===== config.mk =====
export PLATFORM = sky130hd
export DESIGN_NAME = seg_xlate
export DESIGN_NICKNAME = d
export VERILOG_FILES = /design/src/rtl/seg_xlate_pkg.sv /design/src/rtl/seg_entry_unpack.sv /design/src/rtl/seg_rights_check.sv /design/src/rtl/seg_xlate.sv
export SDC_FILE = /design/constraint.sdc
export NUM_CORES = 1
export LEC_CHECK = 0
export BUFFER_PORTS_ARGS = -buffer_cell sky130_fd_sc_hd__buf_4
export CAP_MARGIN = 10
export CORE_MARGIN = 2
export CORE_UTILIZATION = 54
export CTS_BUF_LIST = sky130_fd_sc_hd__clkbuf_2 sky130_fd_sc_hd__clkbuf_4 sky130_fd_sc_hd__clkbuf_8
export DETAILED_ROUTE_END_ITERATION = 7
export GPL_TIMING_DRIVEN = 1
export PLACE_DENSITY = 0.81
export SYNTH_ARGS = -nofsm -noshare
export SYNTH_HDL_FRONTEND = slang
export SYNTH_HIERARCHICAL = 1
export SYNTH_SLANG_ARGS = --single-unit
export TNS_END_PERCENT = 30

===== constraint.sdc =====
create_clock -name clk -period 3.4 [get_ports clk]
set_clock_uncertainty 0.1 [all_clocks]
set_input_delay 0 -clock clk [delete_from_list [all_inputs] [get_ports clk]]
set_output_delay 0 -clock clk [all_outputs]
set_load 0.01 [all_outputs]

===== src/rtl/seg_xlate_pkg.sv =====
package seg_xlate_pkg;

    typedef enum logic [1:0] {
        FLT_SEGNUM  = 2'd0,
        FLT_INVALID = 2'd1,
        FLT_LIMIT   = 2'd2,
        FLT_PERM    = 2'd3
    } flt_e;

    typedef enum logic [1:0] {
        ACC_RD  = 2'd0,
        ACC_WR  = 2'd1,
        ACC_EX  = 2'd2,
        ACC_RSV = 2'd3
    } acc_e;

    typedef enum logic [1:0] {
        ST_IDLE  = 2'd0,
        ST_ISSUE = 2'd1,
        ST_WAIT  = 2'd2
    } st_e;

endpackage


===== src/rtl/seg_entry_unpack.sv =====
module seg_entry_unpack #(
    parameter int PA_W  = 16,
    parameter int LIM_W = 13,
    parameter int ENT_W = PA_W + LIM_W + 4
) (
    input  logic [ENT_W-1:0] word,
    output logic [PA_W-1:0]  base,
    output logic [LIM_W-1:0] limit,
    output logic             valid,
    output logic [2:0]       rights   // {exec, write, read}
);
    localparam int FLAG_LO = PA_W + LIM_W;

    assign base   = word[PA_W-1:0];
    assign limit  = word[FLAG_LO-1:PA_W];
    assign valid  = word[FLAG_LO];
    assign rights = word[FLAG_LO+3:FLAG_LO+1];
endmodule


===== src/rtl/seg_rights_check.sv =====
module seg_rights_check
    import seg_xlate_pkg::*;
#(
    parameter int OFF_W = 12,
    parameter int LIM_W = OFF_W + 1
) (
    input  logic             valid,
    input  logic [LIM_W-1:0] limit,
    input  logic [2:0]       rights,
    input  logic [OFF_W-1:0] off,
    input  logic [1:0]       acc,
    output logic             ok,
    output flt_e             code
);
    logic allowed;

    always_comb begin
        unique case (acc)
            ACC_RD:  allowed = rights[0];
            ACC_WR:  allowed = rights[1];
            ACC_EX:  allowed = rights[2];
            default: allowed = 1'b0;
        endcase
    end

    // fixed precedence: valid bit, then limit, then rights
    always_comb begin
        ok   = 1'b0;
        code = FLT_PERM;
        if (!valid) begin
            code = FLT_INVALID;
        end else if (LIM_W'(off) >= limit) begin
            code = FLT_LIMIT;
        end else if (!allowed) begin
            code = FLT_PERM;
        end else begin
            ok = 1'b1;
        end
    end
endmodule


===== src/rtl/seg_xlate.sv =====
module seg_xlate
    import seg_xlate_pkg::*;
#(
    parameter int SEG_W  = 4,
    parameter int OFF_W  = 12,
    parameter int PA_W   = 16,
    parameter int MEM_AW = 16,
    parameter int LIM_W  = OFF_W + 1,
    parameter int ENT_W  = PA_W + LIM_W + 4
) (
    input  logic              clk,
    input  logic              rst_n,
    input  logic              req_valid,
    input  logic [SEG_W-1:0]  req_seg,
    input  logic [OFF_W-1:0]  req_off,
    input  logic [1:0]        req_acc,
    input  logic [MEM_AW-1:0] table_base,
    input  logic [SEG_W:0]    table_len,
    output logic              busy,
    output logic              mem_req,
    output logic [MEM_AW-1:0] mem_addr,
    input  logic              mem_rvalid,
    input  logic [ENT_W-1:0]  mem_rdata,
    output logic              done,
    output logic [PA_W-1:0]   phys_addr,
    output logic              fault,
    output logic [1:0]        fault_code
);
    localparam int SEGN_W = SEG_W + 1;

    typedef struct packed {
        st_e               st;
        logic [MEM_AW-1:0] addr;
        logic [OFF_W-1:0]  off;
        logic [1:0]        acc;
        logic              done;
        logic              fault;
        flt_e              code;
        logic [PA_W-1:0]   phys;
    } xl_state_t;

    xl_state_t r_q, r_d;

    logic [PA_W-1:0]  ent_base;
    logic [LIM_W-1:0] ent_limit;
    logic             ent_valid;
    logic [2:0]       ent_rights;
    logic             chk_ok;
    flt_e             chk_code;

    seg_entry_unpack #(.PA_W(PA_W), .LIM_W(LIM_W), .ENT_W(ENT_W)) u_unpack (
        .word   (mem_rdata),
        .base   (ent_base),
        .limit  (ent_limit),
        .valid  (ent_valid),
        .rights (ent_rights)
    );

    seg_rights_check #(.OFF_W(OFF_W), .LIM_W(LIM_W)) u_rights (
        .valid  (ent_valid),
        .limit  (ent_limit),
        .rights (ent_rights),
        .off    (r_q.off),
        .acc    (r_q.acc),
        .ok     (chk_ok),
        .code   (chk_code)
    );

    always_comb begin
        r_d       = r_q;
        r_d.done  = 1'b0;
        r_d.fault = 1'b0;
        unique case (r_q.st)
            ST_IDLE: begin
                if (req_valid) begin
                    if (SEGN_W'(req_seg) >= table_len) begin
                        r_d.fault = 1'b1;
                        r_d.code  = FLT_SEGNUM;
                    end else begin
                        r_d.st   = ST_ISSUE;
                        r_d.addr = table_base + MEM_AW'(req_seg);
                        r_d.off  = req_off;
                        r_d.acc  = req_acc;
                    end
                end
            end
            ST_ISSUE: r_d.st = ST_WAIT;
            ST_WAIT: begin
                if (mem_rvalid) begin
                    r_d.st = ST_IDLE;
                    if (chk_ok) begin
                        r_d.done = 1'b1;
                        r_d.phys = ent_base + PA_W'(r_q.off);
                    end else begin
                        r_d.fault = 1'b1;
                        r_d.code  = chk_code;
                    end
                end
            end
            default: r_d.st = ST_IDLE;
        endcase
    end

    always_ff @(posedge clk or negedge rst_n) begin
        if (!rst_n) r_q <= '0;
        else        r_q <= r_d;
    end

    assign busy       = (r_q.st != ST_IDLE);
    assign mem_req    = (r_q.st == ST_ISSUE);
    assign mem_addr   = r_q.addr;
    assign done       = r_q.done;
    assign fault      = r_q.fault;
    assign fault_code = r_q.code;
    assign phys_addr  = r_q.phys;
endmodule


# [Yosys cells after proc, flatten, opt, wreduce, memory -nomap -nowiden]
# Index checks and enable logic that the tools add are counted.
[classes] add_sub_neg=2 magnitude_cmp=2 n_eq_ne=9 n_mux=18 bitwise_logic=1 n_reduce_logical=8
[op_table] operator="32-bit 2-to-1 mux" count=2
[op_table] operator="20-bit 2-to-1 mux" count=1
[op_table] operator="16-bit by 12-bit adder with 16-bit output" count=1
[op_table] operator="16-bit by 4-bit adder with 16-bit output" count=1
[op_table] operator="16-bit 2-to-1 mux" count=1
[op_table] operator="12-bit by 13-bit greater-or-equal comparator with 1-bit output" count=1
[op_table] operator="2-bit inequality test (second input constant)" count=5
[op_table] operator="3-bit 2-to-1 mux" count=3
[op_table] operator="3-bit AND reduction" count=3
[op_table] operator="1-bit 2-to-1 mux" count=6
[op_table] operator="2-bit case mux with 3 select lines" count=1
[op_table] operator="3-bit case mux with 2 select lines" count=1
[op_table] operator="4-bit by 5-bit greater-or-equal comparator with 1-bit output" count=1
[op_table] operator="5-bit AND reduction" count=1
[op_table] operator="2-bit by 1-bit == test with 1-bit output (second input constant)" count=2
[op_table] operator="2-bit == test (second input constant)" count=2
[op_table] operator="2-bit zero test" count=2
[op_table] operator="2-bit 2-to-1 mux" count=2
[op_table] operator="2-bit nonzero test" count=2
[op_table] operator="1-bit case mux with 3 select lines" count=1
[op_table] operator="1-bit inverter" count=1
[word_totals] regBits=52 elab_cells=48

# [Longest topological paths before layout]
# Gate-level depths: netlist of the first run.
[depth] ltp_word=8 depth_mapped=13 mapped_depth_nobuf=12

# [Modules after synthesis]
# Netlist of the first run, hierarchy kept.
[by_module_without_submodules] module="seg_xlate" instances=1 cells_each=322 area_each_um2=3218.1
[by_module_without_submodules] module="seg_rights_check" instances=1 cells_each=51 area_each_um2=361.6
[by_module_without_submodules] module="seg_entry_unpack" instances=1 cells_each=33 area_each_um2=247.7

# [Least setup slack after synthesis of the first run]
# Ideal clock, no wire load.
[synth_path] path_type="register to register" from="reg r_q[22] (netlist bit)" to="reg r_q (netlist bit phys_addr[14])" t_arrival_ps=2148 required_time_ps=3176 slack_ps=1028 path_stages_with_launch=9 synth_period_minus_slack_ps=2372 cell_sequence="dfrtp_1 ha_1 fa_1 a21o_1 a221oi_2 o21bai_2 o31ai_4 nor4_1 a211o_1"
[synth_via] elab_chain_cells=4 word_cells_on_any_way=5 cone_classes="add/sub (1); order compare (1); mux (2); reduce/logical (1)"
[synth_rtl] element="start: declaration" line="seg_xlate.sv:42" rtl="xl_state_t r_q, r_d;"
[synth_rtl] element="start signal: assignment" line="seg_xlate.sv:106" rtl="else r_q <= r_d;"
[synth_rtl] element="12-bit by 13-bit greater-or-equal comparator with 1-bit output" line="seg_rights_check.sv:32" rtl="end else if (LIM_W'(off) >= limit) begin"
[synth_rtl] element="1-bit 2-to-1 mux" line="seg_rights_check.sv:32"
[synth_rtl] element="1-bit 2-to-1 mux" line="seg_rights_check.sv:30" rtl="if (!valid) begin"
[synth_rtl] element="3-bit AND reduction (no line)"
# Several ways; a longest one is shown, not always the timed one.
# A chain may end at the register's enable or synchronous reset.

# [Final worst setup path of the first run]
[layout_path] from="reg r_q[28] (netlist bit)" to="reg r_q (netlist bit phys_addr[15])"
[layout_via] elab_chain_cells=4 word_cells_on_any_way=5 cone_classes="add/sub (1); order compare (1); mux (2); reduce/logical (1)"
[layout_rtl] element="12-bit by 13-bit greater-or-equal comparator with 1-bit output" line="seg_rights_check.sv:32"
[layout_rtl] element="1-bit 2-to-1 mux" line="seg_rights_check.sv:32"
[layout_rtl] element="1-bit 2-to-1 mux" line="seg_rights_check.sv:30"
[layout_rtl] element="named net chk_ok" line="seg_xlate.sv:48" rtl="logic chk_ok;"
[layout_rtl] element="3-bit AND reduction (no line)"
# The timed path passes the listed nets, and every way through them passes these cells.

==> impl_metrics.json, run 1 <==
{
  "layout_min_cycle_time_ns": 3.099,
  "hp-class": "in -> reg",
  "synth_area_um2": 3827,
  "crit_chain": "ha_1 -> a21oi_1 -> o21ai_0 -> nand3b_1 -> a211oi_2 -> nand3_2 -> inv_1 -> and2_1 -> o211ai_1 -> o211ai_2 -> dlygate4sd3_1",
  "ys_seq_area_share_pct": 34.00,
  "hold_viol_final": 0,
  "max_freq_mhz": 322.7,
  "ir_worst_vdd_mv": 0.3913,
  "synth_seq_cells": 52,
  "synth_area_leaders": "dfrtp_1 (34%), buf_4 (14%), ha_1 (10%)",
  "rsz0062_at_grt": "false",
  "finalSetupViolations": 0,
  "syn2layout_area_growth_pct": 24.42,
  "die-area_um2": 7777,
  "wl_per_cell_um": 14.52,
  "cts_tree": "done",
  "outcome": "finished, final reports clean",
  "arrival_ns": 3.26,
  "synth.most_common_cell": "buf_4",
  "finalSetupTns_ns": 0,
  "gr-total-overflow": 0,
  "postRouteAntennaNets": 0,
  "drive_gt1_share_pct": 31.38,
  "cp.required_ns": 3.56,
  "clockBufferDepth": 2,
  "crit_slowest_cell": "dlygate4sd3_1",
  "start_util_pct": 56.03,
  "cts_buffers": 5,
  "post_cts_buffers": 0,
  "die_w_um": 88.19,
  "synth-async-reset-ratio_pct": 100.0,
  "ys.flop_type": "dfrtp_1",
  "synth_commonest_cells": "buf_4 (70), dfrtp_1 (52), nand2_1 (41), ha_1 (32)",
  "path_class": "reg -> reg",
  "track_usage_pct": 23.23,
  "syn_inst": 406,
  "cts.htree.levels": 2,
  "dpl_cell_area_um2": 4263,
  "max-cap-violations": 0,
  "clk_pin_slew_ns": 0.10,
  "vias": 3069,
  "cpPeakStageDelay_ns": 0.56,
  "syn_nets": 516,
  "final_area_um2": 4762,
  "grt_max_degree": 53,
  "clock-sinks": 52,
  "io_buffers": 113,
  "slew_headroom_pct": 47.69,
  "fillers": 541,
  "vias_per_cell": 5.202,
  "power_density_nw_per_um2": 677.2,
  "ys_types": 50,
  "worst_pin_slew_ns": 0.7846,
  "drt_iter0_drc": 87,
  "start_kind": "flop",
  "synth-edff-count": 0,
  "avgSynthCellArea_um2": 9.427,
  "clkLatencyLatePin_ns": 0.32,
  "grt_pass1_wl_um": 14170,
  "busiest_layer": "met2",
  "critPathCaptureType": "flop",
  "maxSlewViolCount": 0,
  "place_congestion": 0.8958,
  "final_nets": 603,
  "synth_top_area_cell": "dfrtp_1",
  "p_leak_nw": 2.350,
  "worst-path-max-fanout": 14,
  "grt_pass1_vias": 3142,
  "root_buffer": "clkbuf_8",
  "min_period_over_period_pct": 91.15,
  "yosysTopAreaCellShare_pct": 34.00,
  "antenna_found_initial": 0,
  "drt-total-wl_um": 8567,
  "drc": 0,
  "core_um2": 6832,
  "place.detailed.hpwl_um": 6178,
  "grt_use_met2_pct": 41.42,
  "yosys_warnings": 6,
  "met1_usage_pct": 28.02,
  "diodes": 0,
  "ios": 114,
  "firstDrtPassIters": 4,
  "rows": 30,
  "die_y_um": 88.19,
  "gr-usage-met3_pct": 4.807
}
[final timing paths]
check | endpoint | start | slack (ns) | depth (start not counted)
worst min-delay path | mem_addr[1] | table_base[1] | 0.004 | 3
worst max-delay path | phys_addr[15] | r_q[28] | 0.30 | 11
min in group asynchronous | phys_addr[9] | rst_n | 0.15 | 2
worst max register to register | phys_addr[15] | r_q[28] | 0.30 | 11
worst min register to register | phys_addr[12] | phys_addr[12] | 0.40 | 2
max in group asynchronous | r_q[25] | rst_n | 2.61 | 2
[what timing repair did]
item | CTS | global route
gates resized for setup | 0 | 1
endpoints found under the hold margin | 89 | 0
hold buffers | 40 | 0
setup endpoints to repair | 0 | 2
[per-layer routing]
layer	part of all wire (%)	routed length, um	up-vias
li1	-	-	1492
met5	0	0	-
met4	2.1	184	0
met1	40	3435	1430
met3	7.2	615	19
met2	51	4332	128
[worst max-delay path, delay by kind of cell, from the launching register on]
| kind | cells | cell delay [ns] |
|---|---|---|
| buf+inv | 2 | 0.82 |
| fa+ha+maj | 1 | 0.29 |
| flops | 1 | 0.42 |
| simple gates | 3 | 0.67 |
| compound gates | 5 | 0.73 |
[layout make-up]
class | count | area (um^2) | share of cell area, %
clock buffer | 5 | 68.82 | 1.445
clock inverter | 3 | 25.02 | 0.5255
inverter | 27 | 101.3 | 2.128
multi-input combinational | 252 | 1882 | 39.52
sequential | 52 | 1301 | 27.33
tap | 96 | 120.1 | 2.522
timing repair buffer | 155 | 1264 | 26.54
[cells in the final DEF (no fill, tap or decap), drive strengths merged, types with 3 or more instances in the layout]
| master | n |
|---|---|
| a21o | 7 |
| a21oi | 28 |
| and2 | 3 |
| buf | 115 |
| clkbuf | 5 |
| dfrtp | 52 |
| dlygate4sd3 | 40 |
| ha | 32 |
| inv | 29 |
| mux2 | 19 |
| nand2 | 41 |
| nand3 | 13 |
| nand3b | 3 |
| nand4 | 3 |
| nor2 | 21 |
| nor2b | 4 |
| o211ai | 4 |
| o21ai | 19 |
| o21bai | 4 |
| o31ai | 3 |
| xnor2 | 10 |
| xor2 | 14 |
[power breakdown]
part	switching, mW	internal [mW]	leakage (nW)
Clock	0.231	0.151	0.0452
Combinational	0.859	0.892	1.68
Sequential	0.197	0.895	0.628
[flip-flops by register name, indices dropped and copies added, names as in the netlist]
register    flops
phys_addr      16
fault           1
fault_code      2
mem_addr       16
r_q            16
done            1
[logic make-up after synthesis]
logic type / after synthesis / synth area share (%)
buf+inv: 102 / 16.97
simple gates: 96 / 11.54
compound gates: 78 / 14.65
flops: 52 / 34.00
fa+ha+maj: 34 / 11.51
xor+xnor: 24 / 5.492
mux: 20 / 5.852
[per-stage QoR]
stage | total power, mW | setup WS, ns | std cells | hold slack [ns] | util (%)
2_1_floorplan | 2.426 | 1.028 | 406 | -0.3956 | -
3_3_place_gp | 2.723 | 0.7945 | 542 | -0.02833 | 62.40
3_5_place_dp | 2.786 | 0.7277 | 542 | -0.02157 | 62.40
4_1_cts | 3.224 | 0.1661 | 590 | 0.003758 | 69.63
5_1_grt | 3.502 | 0.06078 | 590 | 0.009620 | 69.71
6_report | 3.225 | 0.3009 | 590 | 0.003731 | 69.71
(Power assumes the default switching activity.)
==> run 2: changes to the inputs <==
CORE_UTILIZATION = 53   (was 54)
HOLD_SLACK_MARGIN = 0.02   (was unset)
PLACE_DENSITY = 0.8   (was 0.81)
SYNTH_HIERARCHICAL = unset   (was 1)
==> impl_metrics.json, run 2 <==
{
  "cp_num_buf_inv": 5,
  "worst_pin_slew_ns": 0.6708,
  "clock-sinks": 52,
  "wl_per_cell_um": 14.24,
  "crit_family": "buffers and inverters",
  "layout_common_cells": "buf_4 (115), dfrtp_1 (52), dlygate4sd3_1 (39)",
  "grt_max_degree": 53,
  "synth-async-reset-ratio_pct": 100.0,
  "cpPeakStageDelay_ns": 0.55,
  "place_congestion": 0.7983,
  "clockBufferDepth": 2,
  "design_power_total_mw": 3.330,
  "start_kind": "primary input",
  "cts_tree": "done",
  "hp-class": "in -> reg",
  "drc": 0,
  "synth_area_leaders": "dfrtp_1 (36%), ha_1 (11%), mux2_2 (7.1%)",
  "crit_chain": "dlygate4sd3_1 -> buf_4 -> ha_1 -> inv_1 -> fa_1 -> inv_1 -> a21o_1 -> a21oi_1 -> nor2_1 -> xnor2_1 -> dlygate4sd3_1 -> a21oi_1",
  "arrival_ns": 2.71,
  "mostFrequentLayoutCell": "buf_4",
  "cts_buffers": 5,
  "final_nets": 596,
  "gr-total-overflow": 0,
  "min_period_over_period_pct": 75.50,
  "power_density_nw_per_um2": 691.6,
  "drive_gt1_share_pct": 32.65,
  "outcome": "finished, final reports clean",
  "track_usage_pct": 22.17,
  "ys_types": 45,
  "antenna_found_initial": 0,
  "ir_worst_vdd_mv": 0.3408,
  "yosys_warnings": 0,
  "layoutNonFillerInstCount": 567,
  "synth_area_um2": 3636,
  "hold_ws_ns": 0.04102,
  "die-area_um2": 7539,
  "max-cap-violations": 0,
  "grt_pass1_vias": 2995,
  "firstDrtPassIters": 4,
  "dpl_cell_area_um2": 4313,
  "synth_commonest_cells": "dfrtp_1 (52), buf_4 (34), ha_1 (32), a21oi_1 (31), inv_1 (31)",
  "syn_inst": 364,
  "vias": 2961,
  "crit_slowest_cell": "dlygate4sd3_1",
  "synth.most_common_cell": "dfrtp_1",
  "rsz0062_at_grt": "false",
  "clkLatencyLatePin_ns": 0.31,
  "diodes": 0,
  "slew_headroom_pct": 55.28,
  "fillers": 501,
  "register_area_um2": 1301,
  "vias_per_cell": 5.222,
  "die_y_um": 86.83,
  "syn2layout_area_growth_pct": 32.42,
  "final_area_um2": 4815,
  "drt-total-wl_um": 8072,
  "root_buffer": "clkbuf_8",
  "synth_seq_cells": 52,
  "layout_min_cycle_time_ns": 2.567,
  "ys.flop_type": "dfrtp_1",
  "drt_iter0_drc": 145,
  "ys_seq_area_share_pct": 35.79,
  "yosysTopAreaCellShare_pct": 35.79,
  "avgSynthCellArea_um2": 9.989,
  "synth-edff-count": 0,
  "max_freq_mhz": 389.5,
  "worst-path-max-fanout": 6,
  "synth_top_area_cell": "dfrtp_1",
  "p_leak_nw": 2.362,
  "finalSetupTns_ns": 0,
  "rows": 30,
  "core_um2": 6719,
  "clk_pin_slew_ns": 0.10,
  "start_util_pct": 54.12,
  "io_buffers": 113,
  "cp.required_ns": 3.54,
  "cts_resized": 0,
  "grt_pass1_wl_um": 13270,
  "dp_cells": 520,
  "critPathCaptureType": "flop",
  "cts.htree.levels": 2,
  "postRouteAntennaNets": 0,
  "finalSetupViolations": 0,
  "place.detailed.hpwl_um": 5922,
  "path_class": "in -> reg",
  "maxSlewViolCount": 0,
  "syn_nets": 474,
  "ios": 114,
  "hold_viol_final": 0,
  "multi_input_comb_area_um2": 1932,
  "die_w_um": 86.83
}
## run 2: path summary, 6_finish.rpt
path / start / endpoint / slack, ns / depth (start not counted)
worst max-delay path: table_base[0] / mem_addr[6] / 0.83 / 12
worst min-delay path: mem_rdata[13] / phys_addr[13] / 0.04 / 4
worst max register to register: r_q[25] / phys_addr[15] / 0.89 / 7
worst min register to register: phys_addr[5] / phys_addr[5] / 0.41 / 1
max in group asynchronous: rst_n / r_q[51] / 2.59 / 2
min in group asynchronous: rst_n / phys_addr[15] / 0.17 / 2
## run 2: kinds of logic (layout without fill, tap and decap cells)
kind of cell               count (synthesis)  after routing  share of synthesized area, %
DFF                                       52             52                         35.79
adders and majority gates                 34             34                         12.11
muxes                                     34             34                         11.25
and+or+nand+nor                           72             72                         10.19
AOI/OAI and AO/OA                         76             76                         13.11
xor gates and xnor gates                  26             26                         6.263
buffers and inverters                     70            193                         11.29
## run 2: cell type report
class / count / area share (%)
multi-input combinational: 242 / 40.12
sequential: 52 / 27.03
timing repair buffer: 154 / 26.04
inverter: 31 / 2.417
tap: 80 / 2.079
clock buffer: 6 / 1.585
clock inverter: 2 / 0.7277
## run 2: layer usage
metal / track usage [%] / wire length (um)
met5: 0 / 0
met4: 5.824 / 92
met3: 5.429 / 527
met2: 40.39 / 4176
met1: 25.82 / 3276
## run 2: stage by stage
step,utilization (%),setup WS [ns]
floorplan,-,1.157
global placement,64.19,1.013
detailed placement,64.19,0.9105
CTS,71.66,0.8404
global route,71.66,0.6613
finish,71.66,0.8329
## run 2: tightest hold or removal path: stages
cell       delay [ns]
buf_4            0.10
a2bb2oi_1        0.05
o311ai_0         0.11
mux2_4           0.15
## run 2: power by group
part           total [mW]  switching (mW)  internal [mW]
combinational        1.80           0.846          0.958
clock               0.431           0.204          0.227
sequential           1.09           0.190          0.905
total                3.33            1.24           2.09
## run 2: timing repair
| item | 4_1_cts | 5_1_grt |
|---|---|---|
| hold buffers | 39 | 0 |
| hold endpoints to repair | 87 | 0 |
| setup buffers | 0 | 0 |
| setup endpoints to repair | 0 | 0 |
==> run 3: changes to the inputs <==
ABC_AREA = 1   (was unset)
CORE_UTILIZATION = 54   (was 53)
PLACE_DENSITY = 0.81   (was 0.8)
clock period = 2.5 ns   (was 3.4 ns; I/O delays follow)
==> impl_metrics.json, run 3 <==
{
  "rows": 30,
  "max_freq_mhz": 434.8,
  "die_y_um": 88.85,
  "ys_types": 32,
  "final_nets": 750,
  "max-cap-violations": 0,
  "rsz0062_at_grt": "false",
  "postRouteAntennaNets": 0,
  "worst-path-max-fanout": 3,
  "start_kind": "flop",
  "worst_pin_slew_ns": 0.6669,
  "yosysTopAreaCellShare_pct": 33.47,
  "grt_pass1_wl_um": 15660,
  "wl_per_cell_um": 13.27,
  "hold_viol_final": 0,
  "vias_per_cell": 5.039,
  "io_buffers": 113,
  "die_w_um": 88.85,
  "dpl_cell_area_um2": 4556,
  "antenna_found_initial": 0,
  "synth.most_common_cell": "nand2_1",
  "syn_nets": 631,
  "cts_buffers": 5,
  "synth_area_leaders": "dfrtp_1 (33%), nand2_1 (17%), ha_1 (10%)",
  "ys.flop_type": "dfrtp_1",
  "cts.htree.levels": 2,
  "finalSetupTns_ns": 0,
  "die-area_um2": 7893,
  "drt_iter0_drc": 138,
  "syn_inst": 521,
  "clk_pin_slew_ns": 0.09,
  "ys_seq_area_share_pct": 33.47,
  "start_util_pct": 56.59,
  "place_congestion": 0.9265,
  "syn2layout_area_growth_pct": 30.09,
  "root_buffer": "clkbuf_8",
  "p_leak_nw": 2.755,
  "clock-sinks": 52,
  "clockBufferDepth": 2,
  "yosys_warnings": 0,
  "synth_commonest_cells": "nand2_1 (174), inv_1 (53), dfrtp_1 (52), buf_4 (40)",
  "cp.required_ns": 2.60,
  "drive_gt1_share_pct": 22.46,
  "synth-async-reset-ratio_pct": 100.0,
  "ios": 114,
  "hp-class": "in -> reg",
  "grt_pass1_vias": 3537,
  "grt_max_degree": 53,
  "path_class": "reg -> reg",
  "cts_tree": "done",
  "post_cts_buffers": 0,
  "power_density_nw_per_um2": 885.9,
  "mostFrequentLayoutCell": "nand2_1",
  "avgSynthCellArea_um2": 7.462,
  "layout_common_cells": "nand2_1 (174), buf_4 (114), inv_1 (53)",
  "firstDrtPassIters": 4,
  "final_area_um2": 5057,
  "clkLatencyLatePin_ns": 0.31,
  "gr-total-overflow": 0,
  "synth_top_area_cell": "dfrtp_1",
  "track_usage_pct": 25.61,
  "place.detailed.hpwl_um": 7162,
  "min_period_over_period_pct": 92.00,
  "critPathCaptureType": "flop",
  "finalSetupViolations": 0,
  "arrival_ns": 2.40,
  "synth_seq_cells": 52,
  "slew_headroom_pct": 55.54,
  "maxSlewViolCount": 0,
  "core_um2": 6869,
  "layout_min_cycle_time_ns": 2.300,
  "synth-edff-count": 0,
  "vias": 3714,
  "diodes": 0,
  "outcome": "finished, final reports clean",
  "drc": 0,
  "drt-total-wl_um": 9777,
  "synth_area_um2": 3887,
  "ir_worst_vdd_mv": 0.4287
}
## run 3: cell types whose count changed after synthesis, sizes merged, moves of 11 or more
| cell | previous run | this run |
|---|---|---|
| nand2 | 14 | 175 |
| mux2 | 31 | 0 |
| nand3 | 4 | 32 |
| inv | 31 | 56 |
| o21ai | 14 | 33 |
| a21oi | 32 | 19 |
| nor2 | 25 | 36 |
## run 3: final timing paths
path,cells past startpoint,to,slack [ns],from
worst max-delay path,11,fault_code[0],0.20,r_q[26]
worst min-delay path,4,mem_addr[1],0.03,table_base[1]
worst max register to register,11,fault_code[0],0.20,r_q[26]
worst min register to register,2,phys_addr[13],0.39,phys_addr[13]
max in group asynchronous,2,mem_addr[0],1.69,rst_n
min in group asynchronous,2,mem_addr[12],0.16,rst_n
## run 3: routing by layer
layer	track usage (%)	wire [um]
met5	0	0
met4	8.127	168
met3	5.037	551
met2	46.95	5000
met1	29.83	4056
## run 3: layout make-up
type	instances	area (um^2)
Inverter	56	210.2
Clock buffer	8	97.59
Sequential cell	52	1301
Multi-Input combinational cell	370	2052
Timing Repair Buffer	155	1276
Tap cell	96	120.1
Fill cell	546	1812
## run 3: cell families after synthesis
group | Yosys count | synth area share, %
flops | 52 | 33.47
simple gates | 255 | 27.42
xor+xnor | 23 | 5.182
buf+inv | 99 | 13.84
compound gates | 58 | 8.755
fa+ha+maj | 34 | 11.33
## run 3: timing repair
item / in CTS / in global routing
endpoints found under the setup margin: 0 / 1
hold buffers: 40 / 0
resized for setup: 0 / 1
hold endpoints to repair: 89 / 0
## run 3: report_power, final
group          leakage (nW)  internal [mW]  switching, mW
Sequential            0.656           1.21          0.257
Clock                0.0523          0.249          0.282
Combinational          2.05           1.12           1.36
Total                  2.76           2.58           1.90
## run 3: critical path, stage by stage (launching register included)
cell           delay [ns]
dfrtp_1              0.42
ha_1                 0.32
nand2_1              0.09
nor2_1               0.11
nand2_1              0.06
nand3_1              0.10
nand2_1              0.11
nand4_1              0.12
nand2_1              0.10
nand3_1              0.08
nand2_1              0.05
dlygate4sd3_1        0.55
## run 3: stage by stage
step | total power, mW | util [%] | hold WS (ns) | worst slack, ns | instances
finish | 4.480 | 73.62 | 0.03285 | 0.2001 | 737
global route | 4.873 | 73.62 | 0.03922 | 0.03233 | 737
CTS | 4.464 | 73.57 | 0.04049 | 0.2181 | 737
detailed placement | 3.865 | 66.32 | -0.01365 | 0.3559 | 689
global placement | 3.809 | 66.32 | -0.02423 | 0.4111 | 689
floorplan | 3.309 | - | -0.3956 | 0.6820 | 521
